**config.mk**
```make
export PLATFORM = sky130hd
export DESIGN_NAME = rsv_station
export DESIGN_NICKNAME = d
export VERILOG_FILES = /design/src/rtl/rsv_pkg.sv /design/src/rtl/rsv_operand.sv /design/src/rtl/rsv_entry.sv /design/src/rtl/rsv_age_matrix.sv /design/src/rtl/rsv_select.sv /design/src/rtl/rsv_station.sv
export SDC_FILE = /design/constraint.sdc
export NUM_CORES = 1
export LEC_CHECK = 0
export ABC_AREA = 0
export ABC_CLOCK_PERIOD_IN_PS = 8650
export BUFFER_PORTS_ARGS = -buffer_cell sky130_fd_sc_hd__buf_2
export CAP_MARGIN = 10
export CORE_ASPECT_RATIO = 2
export CORE_MARGIN = 1.5
export CORE_UTILIZATION = 63
export CTS_CLUSTER_SIZE = 10
export DETAILED_ROUTE_END_ITERATION = 12
export PLACE_DENSITY = 0.85
export SLEW_MARGIN = 20
export SYNTH_ARGS = -nofsm -noshare
export SYNTH_HDL_FRONTEND = slang
export SYNTH_SLANG_ARGS = --single-unit
```
**constraint.sdc**
```tcl
create_clock -name clk -period 8.65 [get_ports clk]
set_input_delay 1.73 -clock clk [delete_from_list [all_inputs] [get_ports clk]]
set_output_delay 1.73 -clock clk [all_outputs]
set_load 0.02 [all_outputs]
```
**src/rtl/rsv_pkg.sv**
```systemverilog
package rsv_pkg;
  parameter int unsigned RSV_DEPTH_DEF  = 4;
  parameter int unsigned RSV_DATA_W_DEF = 16;
  parameter int unsigned RSV_TAG_W_DEF  = 4;
  parameter int unsigned RSV_OP_W_DEF   = 4;
  localparam int unsigned RSV_NUM_SRC   = 2;
endpackage

```
**src/rtl/rsv_operand.sv**
```systemverilog
module rsv_operand #(
  parameter int unsigned DATA_W = rsv_pkg::RSV_DATA_W_DEF,
  parameter int unsigned TAG_W  = rsv_pkg::RSV_TAG_W_DEF
) (
  input  logic              clk,
  input  logic              rst,
  input  logic              clear,
  input  logic              load,
  input  logic              in_rdy,
  input  logic [DATA_W-1:0] in_val,
  input  logic [TAG_W-1:0]  in_tag,
  input  logic              cdb_valid,
  input  logic [TAG_W-1:0]  cdb_tag,
  input  logic [DATA_W-1:0] cdb_val,
  output logic              rdy,
  output logic [DATA_W-1:0] val
);
  logic [TAG_W-1:0] tag_q;
  logic             hit_at_load;
  logic             hit_waiting;

  assign hit_at_load = cdb_valid && (cdb_tag == in_tag);
  assign hit_waiting = cdb_valid && !rdy && (cdb_tag == tag_q);

  always_ff @(posedge clk) begin
    if (rst || clear) begin
      rdy <= 1'b0;
    end else if (load) begin
      rdy <= in_rdy || hit_at_load;
    end else if (hit_waiting) begin
      rdy <= 1'b1;
    end
  end

  always_ff @(posedge clk) begin
    if (load) begin
      tag_q <= in_tag;
      val   <= in_rdy ? in_val : cdb_val;
    end else if (hit_waiting) begin
      val <= cdb_val;
    end
  end
endmodule

```
**src/rtl/rsv_entry.sv**
```systemverilog
module rsv_entry #(
  parameter int unsigned DATA_W = rsv_pkg::RSV_DATA_W_DEF,
  parameter int unsigned TAG_W  = rsv_pkg::RSV_TAG_W_DEF,
  parameter int unsigned OP_W   = rsv_pkg::RSV_OP_W_DEF,
  localparam int unsigned NSRC  = rsv_pkg::RSV_NUM_SRC
) (
  input  logic                       clk,
  input  logic                       rst,
  input  logic                       clear,
  input  logic                       load,
  input  logic                       take,
  input  logic [OP_W-1:0]            in_op,
  input  logic [TAG_W-1:0]           in_dst,
  input  logic [NSRC-1:0]            in_rdy,
  input  logic [NSRC-1:0][DATA_W-1:0] in_val,
  input  logic [NSRC-1:0][TAG_W-1:0] in_tag,
  input  logic                       cdb_valid,
  input  logic [TAG_W-1:0]           cdb_tag,
  input  logic [DATA_W-1:0]          cdb_val,
  output logic                       valid,
  output logic                       complete,
  output logic [OP_W-1:0]            op,
  output logic [TAG_W-1:0]           dst,
  output logic [NSRC-1:0][DATA_W-1:0] src_val
);
  logic [NSRC-1:0] src_rdy;

  for (genvar s = 0; s < NSRC; s++) begin : g_src
    rsv_operand #(.DATA_W(DATA_W), .TAG_W(TAG_W)) u_opnd (
      .clk       (clk),
      .rst       (rst),
      .clear     (clear),
      .load      (load),
      .in_rdy    (in_rdy[s]),
      .in_val    (in_val[s]),
      .in_tag    (in_tag[s]),
      .cdb_valid (cdb_valid),
      .cdb_tag   (cdb_tag),
      .cdb_val   (cdb_val),
      .rdy       (src_rdy[s]),
      .val       (src_val[s])
    );
  end

  assign complete = &src_rdy;

  always_ff @(posedge clk) begin
    if (rst || clear) begin
      valid <= 1'b0;
    end else if (load) begin
      valid <= 1'b1;
    end else if (take) begin
      valid <= 1'b0;
    end
  end

  always_ff @(posedge clk) begin
    if (load) begin
      op  <= in_op;
      dst <= in_dst;
    end
  end
endmodule

```
**src/rtl/rsv_age_matrix.sv**
```systemverilog
module rsv_age_matrix #(
  parameter int unsigned DEPTH = rsv_pkg::RSV_DEPTH_DEF
) (
  input  logic             clk,
  input  logic             rst,
  input  logic [DEPTH-1:0] alloc,
  output logic [DEPTH-1:0] older [DEPTH]
);
  // older[i][j] set: slot i was dispatched before slot j
  always_ff @(posedge clk) begin
    if (rst) begin
      for (int i = 0; i < DEPTH; i++) older[i] <= '0;
    end else begin
      for (int k = 0; k < DEPTH; k++) begin
        if (alloc[k]) begin
          for (int j = 0; j < DEPTH; j++) begin
            older[k][j] <= 1'b0;
            if (j != k) older[j][k] <= 1'b1;
          end
        end
      end
    end
  end
endmodule

```
**src/rtl/rsv_select.sv**
```systemverilog
module rsv_select #(
  parameter int unsigned DEPTH = rsv_pkg::RSV_DEPTH_DEF
) (
  input  logic [DEPTH-1:0] req,
  input  logic [DEPTH-1:0] older [DEPTH],
  output logic [DEPTH-1:0] grant
);
  always_comb begin
    for (int i = 0; i < DEPTH; i++) begin
      logic blocked;
      blocked = 1'b0;
      for (int j = 0; j < DEPTH; j++) begin
        blocked = blocked | (req[j] & older[j][i]);
      end
      grant[i] = req[i] & ~blocked;
    end
  end
endmodule

```
**src/rtl/rsv_station.sv**
```systemverilog
module rsv_station #(
  parameter int unsigned DEPTH  = rsv_pkg::RSV_DEPTH_DEF,
  parameter int unsigned DATA_W = rsv_pkg::RSV_DATA_W_DEF,
  parameter int unsigned TAG_W  = rsv_pkg::RSV_TAG_W_DEF,
  parameter int unsigned OP_W   = rsv_pkg::RSV_OP_W_DEF
) (
  input  logic              clk,
  input  logic              rst,
  input  logic              flush,
  input  logic              disp_valid,
  output logic              disp_ready,
  input  logic [OP_W-1:0]   disp_op,
  input  logic              disp_a_rdy,
  input  logic [DATA_W-1:0] disp_a_val,
  input  logic [TAG_W-1:0]  disp_a_tag,
  input  logic              disp_b_rdy,
  input  logic [DATA_W-1:0] disp_b_val,
  input  logic [TAG_W-1:0]  disp_b_tag,
  input  logic [TAG_W-1:0]  disp_dst,
  input  logic              cdb_valid,
  input  logic [TAG_W-1:0]  cdb_tag,
  input  logic [DATA_W-1:0] cdb_val,
  output logic              iss_valid,
  output logic [OP_W-1:0]   iss_op,
  output logic [DATA_W-1:0] iss_src_a,
  output logic [DATA_W-1:0] iss_src_b,
  output logic [TAG_W-1:0]  iss_dst
);
  localparam int unsigned NSRC = rsv_pkg::RSV_NUM_SRC;

  logic [DEPTH-1:0]            ent_valid;
  logic [DEPTH-1:0]            ent_rdy;
  logic [OP_W-1:0]             ent_op  [DEPTH];
  logic [TAG_W-1:0]            ent_dst [DEPTH];
  logic [NSRC-1:0][DATA_W-1:0] ent_src [DEPTH];
  logic [DEPTH-1:0]            older   [DEPTH];
  logic [DEPTH-1:0]            free_oh;
  logic [DEPTH-1:0]            alloc_oh;
  logic [DEPTH-1:0]            grant;
  logic [DEPTH-1:0]            take;
  logic                        accept;

  logic [NSRC-1:0]             d_rdy;
  logic [NSRC-1:0][DATA_W-1:0] d_val;
  logic [NSRC-1:0][TAG_W-1:0]  d_tag;

  assign d_rdy = {disp_b_rdy, disp_a_rdy};
  assign d_val = {disp_b_val, disp_a_val};
  assign d_tag = {disp_b_tag, disp_a_tag};

  // lowest free slot position
  always_comb begin
    logic found;
    found   = 1'b0;
    free_oh = '0;
    for (int i = 0; i < DEPTH; i++) begin
      if (!ent_valid[i] && !found) begin
        free_oh[i] = 1'b1;
        found      = 1'b1;
      end
    end
  end

  assign disp_ready = ~&ent_valid;
  assign accept     = disp_valid && disp_ready && !flush;
  assign alloc_oh   = free_oh & {DEPTH{accept}};

  for (genvar i = 0; i < DEPTH; i++) begin : g_ent
    rsv_entry #(.DATA_W(DATA_W), .TAG_W(TAG_W), .OP_W(OP_W)) u_ent (
      .clk       (clk),
      .rst       (rst),
      .clear     (flush),
      .load      (alloc_oh[i]),
      .take      (take[i]),
      .in_op     (disp_op),
      .in_dst    (disp_dst),
      .in_rdy    (d_rdy),
      .in_val    (d_val),
      .in_tag    (d_tag),
      .cdb_valid (cdb_valid),
      .cdb_tag   (cdb_tag),
      .cdb_val   (cdb_val),
      .valid     (ent_valid[i]),
      .complete  (ent_rdy[i]),
      .op        (ent_op[i]),
      .dst       (ent_dst[i]),
      .src_val   (ent_src[i])
    );
  end

  rsv_age_matrix #(.DEPTH(DEPTH)) u_age (
    .clk   (clk),
    .rst   (rst),
    .alloc (alloc_oh),
    .older (older)
  );

  rsv_select #(.DEPTH(DEPTH)) u_sel (
    .req   (ent_valid & ent_rdy),
    .older (older),
    .grant (grant)
  );

  assign take = grant & {DEPTH{!flush}};

  logic [OP_W-1:0]   nx_op;
  logic [DATA_W-1:0] nx_a;
  logic [DATA_W-1:0] nx_b;
  logic [TAG_W-1:0]  nx_dst;

  always_comb begin
    nx_op  = '0;
    nx_a   = '0;
    nx_b   = '0;
    nx_dst = '0;
    for (int i = 0; i < DEPTH; i++) begin
      if (take[i]) begin
        nx_op  = nx_op  | ent_op[i];
        nx_a   = nx_a   | ent_src[i][0];
        nx_b   = nx_b   | ent_src[i][1];
        nx_dst = nx_dst | ent_dst[i];
      end
    end
  end

  always_ff @(posedge clk) begin
    if (rst) iss_valid <= 1'b0;
    else     iss_valid <= |take;
  end

  always_ff @(posedge clk) begin
    iss_op    <= nx_op;
    iss_src_a <= nx_a;
    iss_src_b <= nx_b;
    iss_dst   <= nx_dst;
  end
endmodule

```
Word-level counts from Yosys, hierarchy flattened --
Cells that the tools add are included.
Word-level totals: flip-flop bits (word level) 257, output and inout bits 42, word-level logic and storage cells 250
Operators by class: equal/unequal tests 10, mux-type cells 76, bitwise operators 43, reduce and logical (&&, ||, !) cells 68
Operators by type and width (number):
- 16-bit two-way mux | 26
- 16-bit OR | 6
- 4-bit two-way mux | 11
- 4-bit == test | 10
- 1-bit two-way mux | 39
- 2-bit nonzero test | 18
- 4-bit OR | 6
- 1-bit logical AND | 23
- 1-bit AND | 16
- 1-bit zero test | 15
- 4-bit AND | 3
- 1-bit OR | 8
- 2-bit AND reduction | 4
- 2-bit OR reduction | 3
- 1-bit NOT | 4
- 4-bit AND reduction | 1
- 4-bit OR reduction | 1
- 1-bit logical OR | 3

Logic depth before layout (Yosys ltp) --
word-level depth 15, mapped depth 7

Modules after synthesis --
A second synthesis with hierarchy kept.
Unflattened totals: cell total of the unflattened synthesis 763, area, all modules 11314.6 sq um
By module, submodules not included:
- rsv_operand | times used 8, cells each 57, area an instance 975.9 sq um, sequential area each 620.6 sq um
- rsv_station | times used 1, cells each 198, area an instance 1839.3 sq um, sequential area each 820.8 sq um
- rsv_entry | times used 4, cells each 13, area an instance 291.5 sq um, sequential area each 260.2 sq um
- rsv_age_matrix | times used 1, cells each 45, area an instance 416.6 sq um, sequential area each 240.2 sq um
- rsv_select | times used 1, cells each 12, area an instance 85.1 sq um, sequential area each 0.0 sq um

Least setup slack after synthesis --
Ideal clock, no wire load.
kind in2reg, start in cdb_tag[2], end reg g_ent[1].u_ent.g_src[0].u_opnd.val[0] (enable), arrival 3603 ps, data required time 8239 ps, setup slack 4635 ps, stages on the path 5, buffers on the path 1, cell sequence buf_2 > xor2_1 > nor3_1 > nand3_1 > o21ai_0
Between the ends: longest elaborated chain between the ends 3
RTL lines:
- start, declared | RTL line rsv_station.sv:21 | input logic [TAG_W-1:0] cdb_tag,
- 4-bit == test | RTL line rsv_operand.sv:23 | assign hit_waiting = cdb_valid && !rdy && (cdb_tag == tag_q);
- 1-bit logical AND | RTL line rsv_operand.sv:23
- 2-bit nonzero test (no line)
- end signal, assigned | RTL line rsv_operand.sv:38 | val <= in_rdy ? in_val : cdb_val;
- end signal, assigned | RTL line rsv_operand.sv:40 | val <= cdb_val;
- end, declared | RTL line rsv_operand.sv:16 | output logic [DATA_W-1:0] val
No other way between the ends. A chain may end at the register's enable or synchronous reset.

Worst setup path after layout --
start in flush, end reg g_ent[0].u_ent.g_src[1].u_opnd.rdy
Between the ends: longest elaborated chain between the ends 4, elaborated cells on any way between the ends 6, classes of those cells mux (1); bitwise (1); reduce/logical (4)
RTL lines:
- start, declared | RTL line rsv_station.sv:9 | input logic flush,
- 1-bit zero test (*) | RTL line rsv_station.sv:65 | assign accept = disp_valid && disp_ready && !flush;
- 1-bit logical AND (*) | RTL line rsv_station.sv:65
- 4-bit AND (*) | RTL line rsv_station.sv:66 | assign alloc_oh = free_oh & {DEPTH{accept}};
- via g_ent[0].u_ent.g_src[0].u_opnd.load | RTL line rsv_operand.sv:8 | input logic load,
- 1-bit two-way mux / 2-bit nonzero test (equally long branches)
- end signal, assigned | RTL line rsv_operand.sv:29 | rdy <= in_rdy || hit_at_load;
- end, declared | RTL line rsv_operand.sv:15 | output logic rdy,
The timed path passes the listed nets; every way through them passes the cells marked *.

==> metrics.txt <==
run status=finished clean; mean instance size in the synthesized netlist=14.4 sq um; arithmetic-cell share of the synthesized area counting full adders, half adders and majority gates=0; met1 track demand over resource in global routing=0.303; I/O pin cnt=117; pin count of the biggest net entering global routing=43; clock tree from TritonCTS=yes; Final Hold Fails=0; netlist area before placement=10900 sq um; clock buffer depth=3; routed via count=6858; internal power=2.03 mW; launching instance or port of the critical path=flush; area of the die=18100 sq um; switching power summed over all nets=0.535 mW; number of fill cells in the layout=between 1000 and 1500; Worst setup SP type=input port; Syn Inst Count=between 700 and 800; cell at the slowest stage of the critical path=clkinv_1; half-perimeter wire length of the detailed placement result=16600 um; global placement routability congestion=between 0.8 and 0.9; GRT met2 Usage=0.538; H-tree depth=1; Syn. warnings=0; flip-flop and latch count after synthesis=257; total setup buffers inserted after CTS=0; total of cells resized after clock tree synthesis=0; DR vias/cell=6.20; post-detailed-route count of antenna-violating nets=0; number of flops mapped to enable cells by yosys=192; overall fraction of global-route tracks in use=0.294; number of max-slew violations in the final report=0; leak pwr=4.60 nW; gate family responsible for the most delay along the worst path=buffers and inverters; share of the synthesized netlist area taken by xor and xnor gates=0.0323; cell chosen for the clock root=clkbuf_16; share of power burned in combinational logic=0.051; die boundary height=189 um; ordered cell list for the critical path=buf_2 -> nand2b_1 -> nand2b_1 -> clkinv_1 -> a311oi_1 -> a311oi_1; total of hold buffers inserted after clock tree synthesis=0; Data arrival, critical path=3.82 ns; WS Path Type=input port to flop; post-synth net total=831; multiplexer area fraction after synthesis=0.140; area of all sequential standard cells=7070 sq um; proportion of layout cells with a drive suffix above 1=0.318; number of nets at the end of the flow=950; Residual DRC=0; horizontal die dimension=95.8 um; busiest layer in global routing=met2; top cell type's share of synthesized area=0.531; delay of the slowest cell on the worst path=between 0.7 and 0.8 ns; maximum clock skew at final layout=~0.0084 ns; count of input and output buffers=~120; Peak Freq=291 MHz; number of placed instances with taps included=1051; Sum Neg Setup Slack=0 ns; GR met3 Demand/Resource=0.0367; unrepaired setup endpoints after global routing=false; sw frac=0.208; final worst-path cycle share=0.397; count of max-cap constraint violations=0; standard-cell rows=67; core region area=16800 sq um; cell type with the largest total area after synthesis=edfxtp_1; detailed-routing iteration count for the pre-antenna-repair pass=5; r2r startpoint=g_ent[1].u_ent.valid; Buf+Inv Stages, Crit Path=2; clk sinks=approximately 260; post-synthesis async set-or-reset flop share=0; area growth from synthesis to layout=14.2%; path category of the worst min-delay check=flop to flop; initial cell density of the core=0.644; share of synthesized cell area in and, or, nand and nor gates=0.0641; via count of the first global-routing pass=7419; Critical Path End Type=flop; Pwr per Cell Area=between 200 and 250 nW/um^2; complex-gate fraction of the synthesized area=0.0768; distinct cell type count after synthesis=44; detailed router's first-iteration violation count=451; most used flip-flop cell after synthesis=edfxtp_1; clock network fraction of total power=0.420; share of the yosys chip area belonging to registers=0.651; main combinational cell family by area after synthesis=multiplexers; final setup violating endpoints=0; count of non-filler cells in the finished layout=1107; source-to-sink clock delay at the later pin of the worst-skew pair=0.54 ns; peak fanout along the critical path=23; routed len/inst=23.3 um; endpoint required time on the critical path=about 9.0 ns; total routed wirelength=25700 um; startpoint of the tightest hold check path=g_ent[3].u_ent.g_src[0].u_opnd.val[9]; number of antenna violations at the first check in global routing=3; clk slew on worst S/H paths=0.06 ns; sequential share of power=0.530; combined area of the multi-input logic cells=3400 sq um; total overflow reported by the global router=0; clock buffer count from CTS=29; relative max-transition margin=0.271; Tmin final=3.43 ns; transition time of the tightest slew-check pin=1.09 ns; first-pass GRT wire length=39200 um; top cells by area, synth=edfxtp_1, dfxtp_1, mux2_2, a22oi_1, mux2_4; worst supply voltage drop on vdd=0.181 mV
==> metrics by stage <==
step	power (mW)	area [sq um]	hold WS [ns]	setup slack, ns	utilization
2_1_floorplan	1.45	10900	0.435	4.64	-
3_3_place_gp	1.50	11600	0.438	4.73	0.686
3_5_place_dp	1.51	11600	0.450	4.67	0.686
4_1_cts	2.58	12400	0.462	5.22	0.736
5_1_grt	2.63	12400	0.490	5.00	0.736
6_report	2.57	12400	0.458	5.22	0.736
==> per-layer routing <==
| metal | vias up | part of all wire | wire length [um] |
|---|---|---|---|
| met3 | 91 | 0.051 | 1320 |
| li1 | 3084 | - | - |
| met1 | 3395 | 0.33 | 8590 |
| met5 | - | 0.00039 | 10 |
| met2 | 286 | 0.56 | 14400 |
| met4 | 2 | 0.057 | 1470 |
==> power groups by stage <==
stage	Clock (mW)	Combinational, mW	Sequential (mW)
2_1_floorplan	0	0.0714	1.38
3_3_place_gp	0	0.119	1.38
3_5_place_dp	0	0.128	1.39
4_1_cts	1.09	0.129	1.36
5_1_grt	1.13	0.139	1.36
6_report	1.08	0.130	1.36
==> Yosys cell counts, types with 5 or more instances <==
| master | n |
|---|---|
| mux2_1 | 15 |
| dfxtp_1 | 65 |
| xor2_1 | 32 |
| mux2_2 | 93 |
| buf_2 | 18 |
| nand4_1 | 14 |
| xnor2_1 | 8 |
| inv_1 | 43 |
| a311oi_1 | 10 |
| nand3_1 | 9 |
| mux2_4 | 20 |
| o211ai_1 | 40 |
| edfxtp_1 | 192 |
| o21ai_0 | 7 |
| a22oi_1 | 40 |
| buf_6 | 5 |
| nand2_1 | 43 |
| clkbuf_1 | 12 |
| a21oi_1 | 9 |
| nor3_1 | 16 |
| nor2_1 | 20 |
==> flip-flops by register name, summed over array words and instances, names as in the netlist <==
register	count
g_ent.u_ent.g_src.u_opnd.val	128
g_ent.u_ent.g_src.u_opnd.tag_q	32
g_ent.u_ent.dst	16
u_age.older	12
g_ent.u_ent.valid	4
iss_src_a	16
g_ent.u_ent.op	16
iss_valid	1
iss_dst	4
iss_src_b	16
iss_op	4
g_ent.u_ent.g_src.u_opnd.rdy	8
==> path summary, 6_finish.rpt <==
kind | to | slack, ns | cells past startpoint
worst max-delay path | g_ent[0].u_ent.g_src[1].u_opnd.rdy | 5.22 | 6
worst min-delay path | iss_src_a[9] | 0.46 | 2
worst max register to register | g_ent[3].u_ent.g_src[0].u_opnd.val[2] | 6.16 | 5
worst min register to register | iss_src_a[9] | 0.46 | 2
==> logic make-up after synthesis <==
family	Yosys count
AO/OA/AOI/OAI	115
XOR/XNOR	40
buffers and inverters	86
flip-flops	257
AND/OR/NAND/NOR	130
multiplexers	128
==> placed cells by master (no fill, tap or decap), types with 3 or more instances in the layout <==
master / instances
a211oi_1: 4
a21oi_1: 9
a22oi_1: 40
a311oi_1: 10
a31oi_1: 3
and4_1: 3
and4b_1: 3
buf_2: 116
buf_4: 10
clkbuf_1: 23
clkbuf_16: 29
dfxtp_1: 65
edfxtp_1: 192
inv_1: 43
inv_2: 3
mux2_1: 15
mux2_2: 93
mux2_4: 20
nand2_1: 43
nand2b_1: 4
nand3_1: 8
nand4_1: 14
nor2_1: 20
nor3_1: 16
o211ai_1: 40
o21ai_1: 7
or2_1: 3
xnor2_1: 8
xor2_1: 32
==> cell type report <==
cell class | instances | area share
Clock buffer | 52 | 0.0655
Inverter | 48 | 0.0149
Antenna cell | 2 | 0.000404
Timing Repair Buffer | 126 | 0.0529
Tap cell | 207 | 0.0209
Clock inverter | 2 | 0.00111
Sequential cell | 257 | 0.570
Multi-Input combinational cell | 413 | 0.274
==> worst reg2reg max path, cell delays in order, from the launching register on <==
cell and delay, ns:
dfxtp_1 0.49, nand4b_1 0.15, nand2b_1 0.24, inv_2 0.50, nand2_2 0.43, mux2_1 0.43
(Power assumes the default switching activity.)
